$ cat src/rtl/sru_pkg.sv
package sru_pkg;

    typedef enum logic [3:0] {
        OP_ROL_CIRC  = 4'd0,
        OP_ROL_CARRY = 4'd1,
        OP_ROR_CIRC  = 4'd2,
        OP_ROR_CARRY = 4'd3,
        OP_SHL_ARITH = 4'd4,
        OP_SHR_ARITH = 4'd5,
        OP_SHR_LOGIC = 4'd6,
        OP_NIB_SWAP  = 4'd7,
        OP_BIT_TEST  = 4'd8,
        OP_BIT_CLEAR = 4'd9,
        OP_BIT_SET   = 4'd10
    } sru_op_e;

    typedef struct packed {
        logic z;
        logic n;
        logic h;
        logic c;
    } sru_flags_t;

endpackage

$ cat src/rtl/sru_rotate_shift.sv
module sru_rotate_shift
    import sru_pkg::*;
#(
    parameter int DATA_W = 8
) (
    input  logic [3:0]        op_code,
    input  logic [DATA_W-1:0] din,
    input  logic              carry_in,
    output logic [DATA_W-1:0] dout,
    output logic              carry_out,
    output logic              is_rotate
);
    localparam int HALF_W = DATA_W / 2;

    always_comb begin
        dout      = din;
        carry_out = carry_in;
        is_rotate = 1'b0;
        case (op_code)
            OP_ROL_CIRC: begin
                dout      = {din[DATA_W-2:0], din[DATA_W-1]};
                carry_out = din[DATA_W-1];
                is_rotate = 1'b1;
            end
            OP_ROL_CARRY: begin
                dout      = {din[DATA_W-2:0], carry_in};
                carry_out = din[DATA_W-1];
                is_rotate = 1'b1;
            end
            OP_ROR_CIRC: begin
                dout      = {din[0], din[DATA_W-1:1]};
                carry_out = din[0];
                is_rotate = 1'b1;
            end
            OP_ROR_CARRY: begin
                dout      = {carry_in, din[DATA_W-1:1]};
                carry_out = din[0];
                is_rotate = 1'b1;
            end
            OP_SHL_ARITH: begin
                dout      = {din[DATA_W-2:0], 1'b0};
                carry_out = din[DATA_W-1];
            end
            OP_SHR_ARITH: begin
                dout      = {din[DATA_W-1], din[DATA_W-1:1]};
                carry_out = din[0];
            end
            OP_SHR_LOGIC: begin
                dout      = {1'b0, din[DATA_W-1:1]};
                carry_out = din[0];
            end
            OP_NIB_SWAP: begin
                dout      = {din[HALF_W-1:0], din[DATA_W-1:HALF_W]};
                carry_out = 1'b0;
            end
            default: begin
                dout      = din;
                carry_out = carry_in;
            end
        endcase
    end
endmodule

$ cat src/rtl/sru_bit_ops.sv
module sru_bit_ops #(
    parameter int DATA_W = 8,
    localparam int IDX_W = $clog2(DATA_W)
) (
    input  logic [DATA_W-1:0] din,
    input  logic [IDX_W-1:0]  idx,
    output logic              picked,
    output logic [DATA_W-1:0] cleared,
    output logic [DATA_W-1:0] setted
);
    logic [DATA_W-1:0] onehot;

    for (genvar i = 0; i < DATA_W; i++) begin : g_mask
        assign onehot[i] = (idx == IDX_W'(i));
    end

    assign picked  = |(din & onehot);
    assign cleared = din & ~onehot;
    assign setted  = din | onehot;
endmodule

$ cat src/rtl/sru_core.sv
module sru_core
    import sru_pkg::*;
(
    input  logic [3:0] op_sel,
    input  logic [7:0] operand,
    input  logic [2:0] bit_idx,
    input  logic       short_form,
    input  logic [3:0] flags_in,
    output logic [7:0] result,
    output logic       wr_en,
    output logic [3:0] flags_out
);
    localparam int DATA_W = 8;

    sru_flags_t        fin;
    sru_flags_t        fout;
    logic [DATA_W-1:0] shift_res;
    logic              shift_c;
    logic              rot_kind;
    logic              bit_val;
    logic [DATA_W-1:0] clr_res;
    logic [DATA_W-1:0] set_res;

    assign fin = sru_flags_t'(flags_in);

    sru_rotate_shift #(.DATA_W(DATA_W)) u_shift (
        .op_code  (op_sel),
        .din      (operand),
        .carry_in (fin.c),
        .dout     (shift_res),
        .carry_out(shift_c),
        .is_rotate(rot_kind)
    );

    sru_bit_ops #(.DATA_W(DATA_W)) u_bits (
        .din    (operand),
        .idx    (bit_idx),
        .picked (bit_val),
        .cleared(clr_res),
        .setted (set_res)
    );

    always_comb begin
        result = operand;
        wr_en  = 1'b0;
        fout   = fin;
        case (op_sel)
            OP_ROL_CIRC, OP_ROL_CARRY, OP_ROR_CIRC, OP_ROR_CARRY,
            OP_SHL_ARITH, OP_SHR_ARITH, OP_SHR_LOGIC, OP_NIB_SWAP: begin
                result = shift_res;
                wr_en  = 1'b1;
                fout.z = (shift_res == '0) && !(rot_kind && short_form);
                fout.n = 1'b0;
                fout.h = 1'b0;
                fout.c = shift_c;
            end
            OP_BIT_TEST: begin
                fout.z = ~bit_val;
                fout.n = 1'b0;
                fout.h = 1'b1;
            end
            OP_BIT_CLEAR: begin
                result = clr_res;
                wr_en  = 1'b1;
            end
            OP_BIT_SET: begin
                result = set_res;
                wr_en  = 1'b1;
            end
            default: ;
        endcase
    end

    assign flags_out = fout;

    always_comb begin
        if (op_sel == OP_BIT_TEST) begin
            assert_bit_test_no_write_R8: assert (!wr_en && result == operand)
                else $error("bit test wrote back");
            assert_bit_test_keep_c_R8: assert (flags_out[0] == flags_in[0])
                else $error("bit test altered carry");
        end
        if (op_sel == OP_BIT_CLEAR || op_sel == OP_BIT_SET) begin
            assert_bit_edit_flags_R9: assert (flags_out == flags_in)
                else $error("bit edit altered flags");
        end
        if (short_form && op_sel <= 4'd3) begin
            assert_short_rot_zero_R6: assert (flags_out[3:1] == 3'b000)
                else $error("short rotate flags not cleared");
        end
        if (op_sel == OP_NIB_SWAP) begin
            assert_swap_c_clear_R7: assert (!flags_out[0] && wr_en)
                else $error("swap carry not cleared");
        end
        if (op_sel > 4'd10) begin
            assert_unused_inert_R10: assert (!wr_en && flags_out == flags_in)
                else $error("unused code had effect");
        end
    end
endmodule

$ cat config.mk
export PLATFORM = sky130hd
export DESIGN_NAME = sru_core
export DESIGN_NICKNAME = d
export VERILOG_FILES = /design/src/rtl/sru_pkg.sv /design/src/rtl/sru_rotate_shift.sv /design/src/rtl/sru_bit_ops.sv /design/src/rtl/sru_core.sv
export SDC_FILE = /design/constraint.sdc
export NUM_CORES = 1
export LEC_CHECK = 0
export ABC_AREA = 1
export BUFFER_PORTS_ARGS = -buffer_cell sky130_fd_sc_hd__buf_2
export CORE_AREA = 2 2 42 44
export DETAILED_ROUTE_END_ITERATION = 7
export DIE_AREA = 0 0 44 46
export PLACE_DENSITY = 0.87
export SYNTH_ARGS = -nofsm -noshare
export SYNTH_HDL_FRONTEND = slang
export SYNTH_SLANG_ARGS = --single-unit
export TNS_END_PERCENT = 50
$ cat constraint.sdc
create_clock -name vclk -period 3.79
set_clock_uncertainty 0.2 [all_clocks]
set_input_delay 0.758 -clock vclk [all_inputs]
set_output_delay 0.758 -clock vclk [all_outputs]
set_load 0.1 [all_outputs]
## Word level (Yosys, flattened, before mapping)

Cells that the tools add are included.

- Register bits after elaboration: 0
- Output and inout bits: 13
- Logic and storage cells: 41

- Equal/unequal tests: 17
- Multiplexer cells: 7
- Bitwise logic cells: 5
- Reductions and logical operators: 12

Operator list:

| cell | number |
|---|---|
| $pmux W8 S8 | 1 |
| $pmux W8 S3 | 1 |
| $and A8 B8 Y8 | 2 |
| $eq A4 B3 Y1 const B | 4 |
| $reduce_or A8 Y1 | 2 |
| $eq A3 B3 Y1 const B | 4 |
| $eq A4 B4 Y1 const B | 3 |
| $reduce_or A10 Y1 | 1 |
| $eq A4 B2 Y1 const B | 2 |
| $logic_not A8 Y1 | 1 |
| $not A8 Y8 | 1 |
| $or A8 B8 Y8 | 1 |
| $reduce_or A4 Y1 | 2 |
| $eq A3 B2 Y1 const B | 2 |
| $pmux W3 S2 | 1 |
| $eq A4 B1 Y1 const B | 1 |
| $logic_not A4 Y1 | 1 |
| $eq A3 B1 Y1 const B | 1 |
| $logic_not A3 Y1 | 1 |
| $mux W1 | 3 |
| $pmux W1 S3 | 1 |
| $reduce_or A3 Y1 | 1 |
| $logic_and A1 B1 Y1 | 2 |
| $logic_not A1 Y1 | 1 |
| $not A1 Y1 | 1 |

## Depth between registers and ports, before layout

- Depth in word-level cells: 7
- Mapped depth: 11
- Gate-level depth less buffers: 10

## Modules after synthesis

A second synthesis with hierarchy kept.

- Cells, all modules: 242
- Area, all modules: 1,179.9 um^2

By module, submodules not included:

| module | instances | cells an instance | area an instance (um^2) | seq. area each (um^2) |
|---|---|---|---|---|
| sru_rotate_shift | 1 | 88 | 455.4 | 0.0 |
| sru_core | 1 | 96 | 426.7 | 0.0 |
| sru_bit_ops | 1 | 58 | 297.8 | 0.0 |

## Worst setup path after synthesis

No wires, ideal clock.

- Path type: input port to output port
- From: input op_sel[3]
- To: output result[1]
- Data arrival time: 3.983 ns
- Required time: 2.832 ns
- Setup slack: -1.151 ns
- Stages: 6
- Buffers on the path: 1
- Path through: buf_6 -> inv_2 -> nor2_2 -> nand2_1 -> nand3_2 -> o21ai_0

- Longest elaborated chain between the ends: 3

RTL lines:

| element | RTL line | text |
|---|---|---|
| start, declared | sru_core.sv:4 | `input logic [3:0] op_sel,` |
| $eq A4 B3 Y1, or another cell as far along | sru_rotate_shift.sv:19, sru_core.sv:47 |  |
| $pmux W8 S8 or $reduce_or A8 Y1 (tied branches) | sru_rotate_shift.sv:19, sru_core.sv:47 |  |
| $pmux W8 S3 * | sru_core.sv:47 | `case (op_sel)` |
| end, declared | sru_core.sv:9 | `output logic [7:0] result,` |

Mark *: on every way between the ends. The rest lies on a longest branch, timed or not.

## Worst setup path in the final report

Same ends and word-level chain as after synthesis.

==> impl_results.md <==
- Status: finished clean
- Clock buf count: 0
- Worst slew pin tran: 0.4898 ns
- Die Wd: 44 µm
- Post-DR wirelength/cell: 11.13 µm
- Finished Layout Cells: 208
- Vias in the first global route: 855
- CP cell instances: buf_2, inv_2, nor2_2, nand2_1, inv_2, a21oi_1, a21oi_1, nor2_1, o21ai_1, buf_2
- Routed WL: 2314 µm
- Initial antenna violation count: 0
- Syn Inst Count: 161
- Layout Area Growth over Synthesis: 22.37%
- Fin nets: 213
- Ratio of cells with drive above 1 in the final layout: 25.13%
- CTS resizes: 0
- Seq. cell area: 0 µm²
- CP startpoint kind: input port
- DRT iter0 DRCs: 38
- Via count: 1114
- Design Area, Final: 903.4 µm²
- Cells after DPL: 208
- Fmax achieved: 0.3149 GHz
- Crit end category: output pin
- IO buf count: 33
- Worst path slowest cell: buf_2
- Seq_cells: 0
- Max-cap violation count: 0
- Drt pass-1 iters: 4
- Final setup violation count: 0
- Hold slack: 1.785 ns
- Yosys cell types: 21
- Xor and xnor area share after synthesis: 0%
- Post-synthesis mux area share: 0%
- Yosys warns: 0
- First-pass GRT wire length: 3629 µm
- Largest net degree at the start of global routing: 11
- Worst Path Arrival: 2.22 ns
- Main combinational cell family by area after synthesis: simple AND/OR/NAND/NOR gates
- Slew Limit Fails: 0
- Area after DPL: 903.4 µm²
- Gr usage total: 22.83%
- CP required: 2.83 ns
- VDD IR max: 0.1027 mV
- Fin. Hold Viols: 0
- Register area share after synthesis: 0%
- Synth Area in Compound Gates: 20.51%
- Synthesized net count: 181
- Cts-stage hold buffer count: 0
- DIE HEIGHT: 46 µm
- Critical Path Max Stage Delay: 0.43 ns
- Crit path kind: input port to output pin
- Core footprint: 1614 µm²
- Rows: 15
- Post-Syn Area: 738.2 µm²
- Grt ovf: 0
- Diodes inserted: 0
- Hold Path Class: input port to output pin
- Simple-Gate Fraction of Synth Area: 64.92%
- DRT antenna net count: 0
- DP HPWL: 1942 µm
- Leakage power total: 0.0005261 µW
- Initial Utilization: 45.74%
- Worst Hold Depth: 4
- Setup Buffers After CTS: 0
- Period utilization: 83.79%
- Areal power density over the cells: 237.5 nW/µm²
- Setup repair after global routing missed its margin: no
- Avg Inst Size Synth: 4.585 µm²
- Core Util, Final: 55.97%
- Adder-cell share of the synthesized area: 0%
- Critical Path Fanout Max: 10
- Minimum clock period: 3.176 ns
- Normalized max-slew margin: 67.57%
- Routability cong.: 0.9712
- Die area: 2024 µm²
- I/O Pins: 33
- Vias per cell: 5.356
- DRC Markers: 0
==> synth_stat cells, types with 2 or more instances <==
library cell / n / area share (%)
nor2_2: 3 / 2.5
buf_2: 2 / 1.4
nand3_2: 2 / 2.7
nand4_1: 3 / 2.5
inv_2: 5 / 2.5
a21oi_1: 12 / 8.1
nor2_1: 24 / 12
nand2_1: 48 / 24
nor3_1: 3 / 2.0
inv_1: 18 / 9.2
o21ai_0: 12 / 8.1
nand3_1: 19 / 13
nand2_2: 2 / 1.7
==> power breakdown <==
group | switching, µW | leakage, µW | internal, µW
logic | 174 | 0.000526 | 40.5
registers | 0 | 0 | 0
clock network | 0 | 0 | 0
total | 174 | 0.000526 | 40.5
==> cells by family after synthesis <==
kind of cell,after synthesis
buf+inv,26
simple gates,107
compound gates,28
==> through the flow <==
step | TNS [ns] | power [µW] | worst slack [ns]
final | 0 | 214.5 | 0.6142
after global placement | 0 | 212.3 | 0.6335
after global routing | 0 | 227.6 | 0.4535
after floorplan | -2.044 | 172.7 | -0.4087
after CTS | 0 | 213.8 | 0.6175
after detailed placement | 0 | 213.5 | 0.6221
==> final cells by class <==
class | count | area [µm²]
inverters | 23 | 86.33
repair buffers | 33 | 165.2
multi-input cells | 135 | 630.6
well taps | 17 | 21.27
fillers | 189 | 710.7
==> final timing paths <==
path,startpoint,endpoint,slack [ns]
max,op_sel[3],result[1],0.61
min,flags_in[1],flags_out[1],1.78
==> metal layers <==
metal	GRT usage, %	vias up	share of wire, %	routed length [µm]
li1	-	582	-	-
met5	0	-	0	0
met4	2.424	0	0	0
met1	32.33	479	45	1032
met2	39.71	53	47	1097
met3	0.3968	0	8.0	184
==> critical path, delay by kind of cell <==
family	cells	cell delay (ns)
AOI/OAI and AO/OA	3	0.27
buffers and inverters	4	0.85
and+or+nand+nor	3	0.33
==> placed cells by master (no fill, tap or decap), types with 3 or more instances in the layout <==
cell,n
nand2_1,48
inv_1,18
nand3_1,19
a21oi_1,12
nor3_1,3
inv_2,5
nand4_1,3
o21ai_0,7
nor2_2,3
nor2_1,24
buf_2,33
o21ai_1,6
No activity file was read; power rests on OpenSTA's default activity.
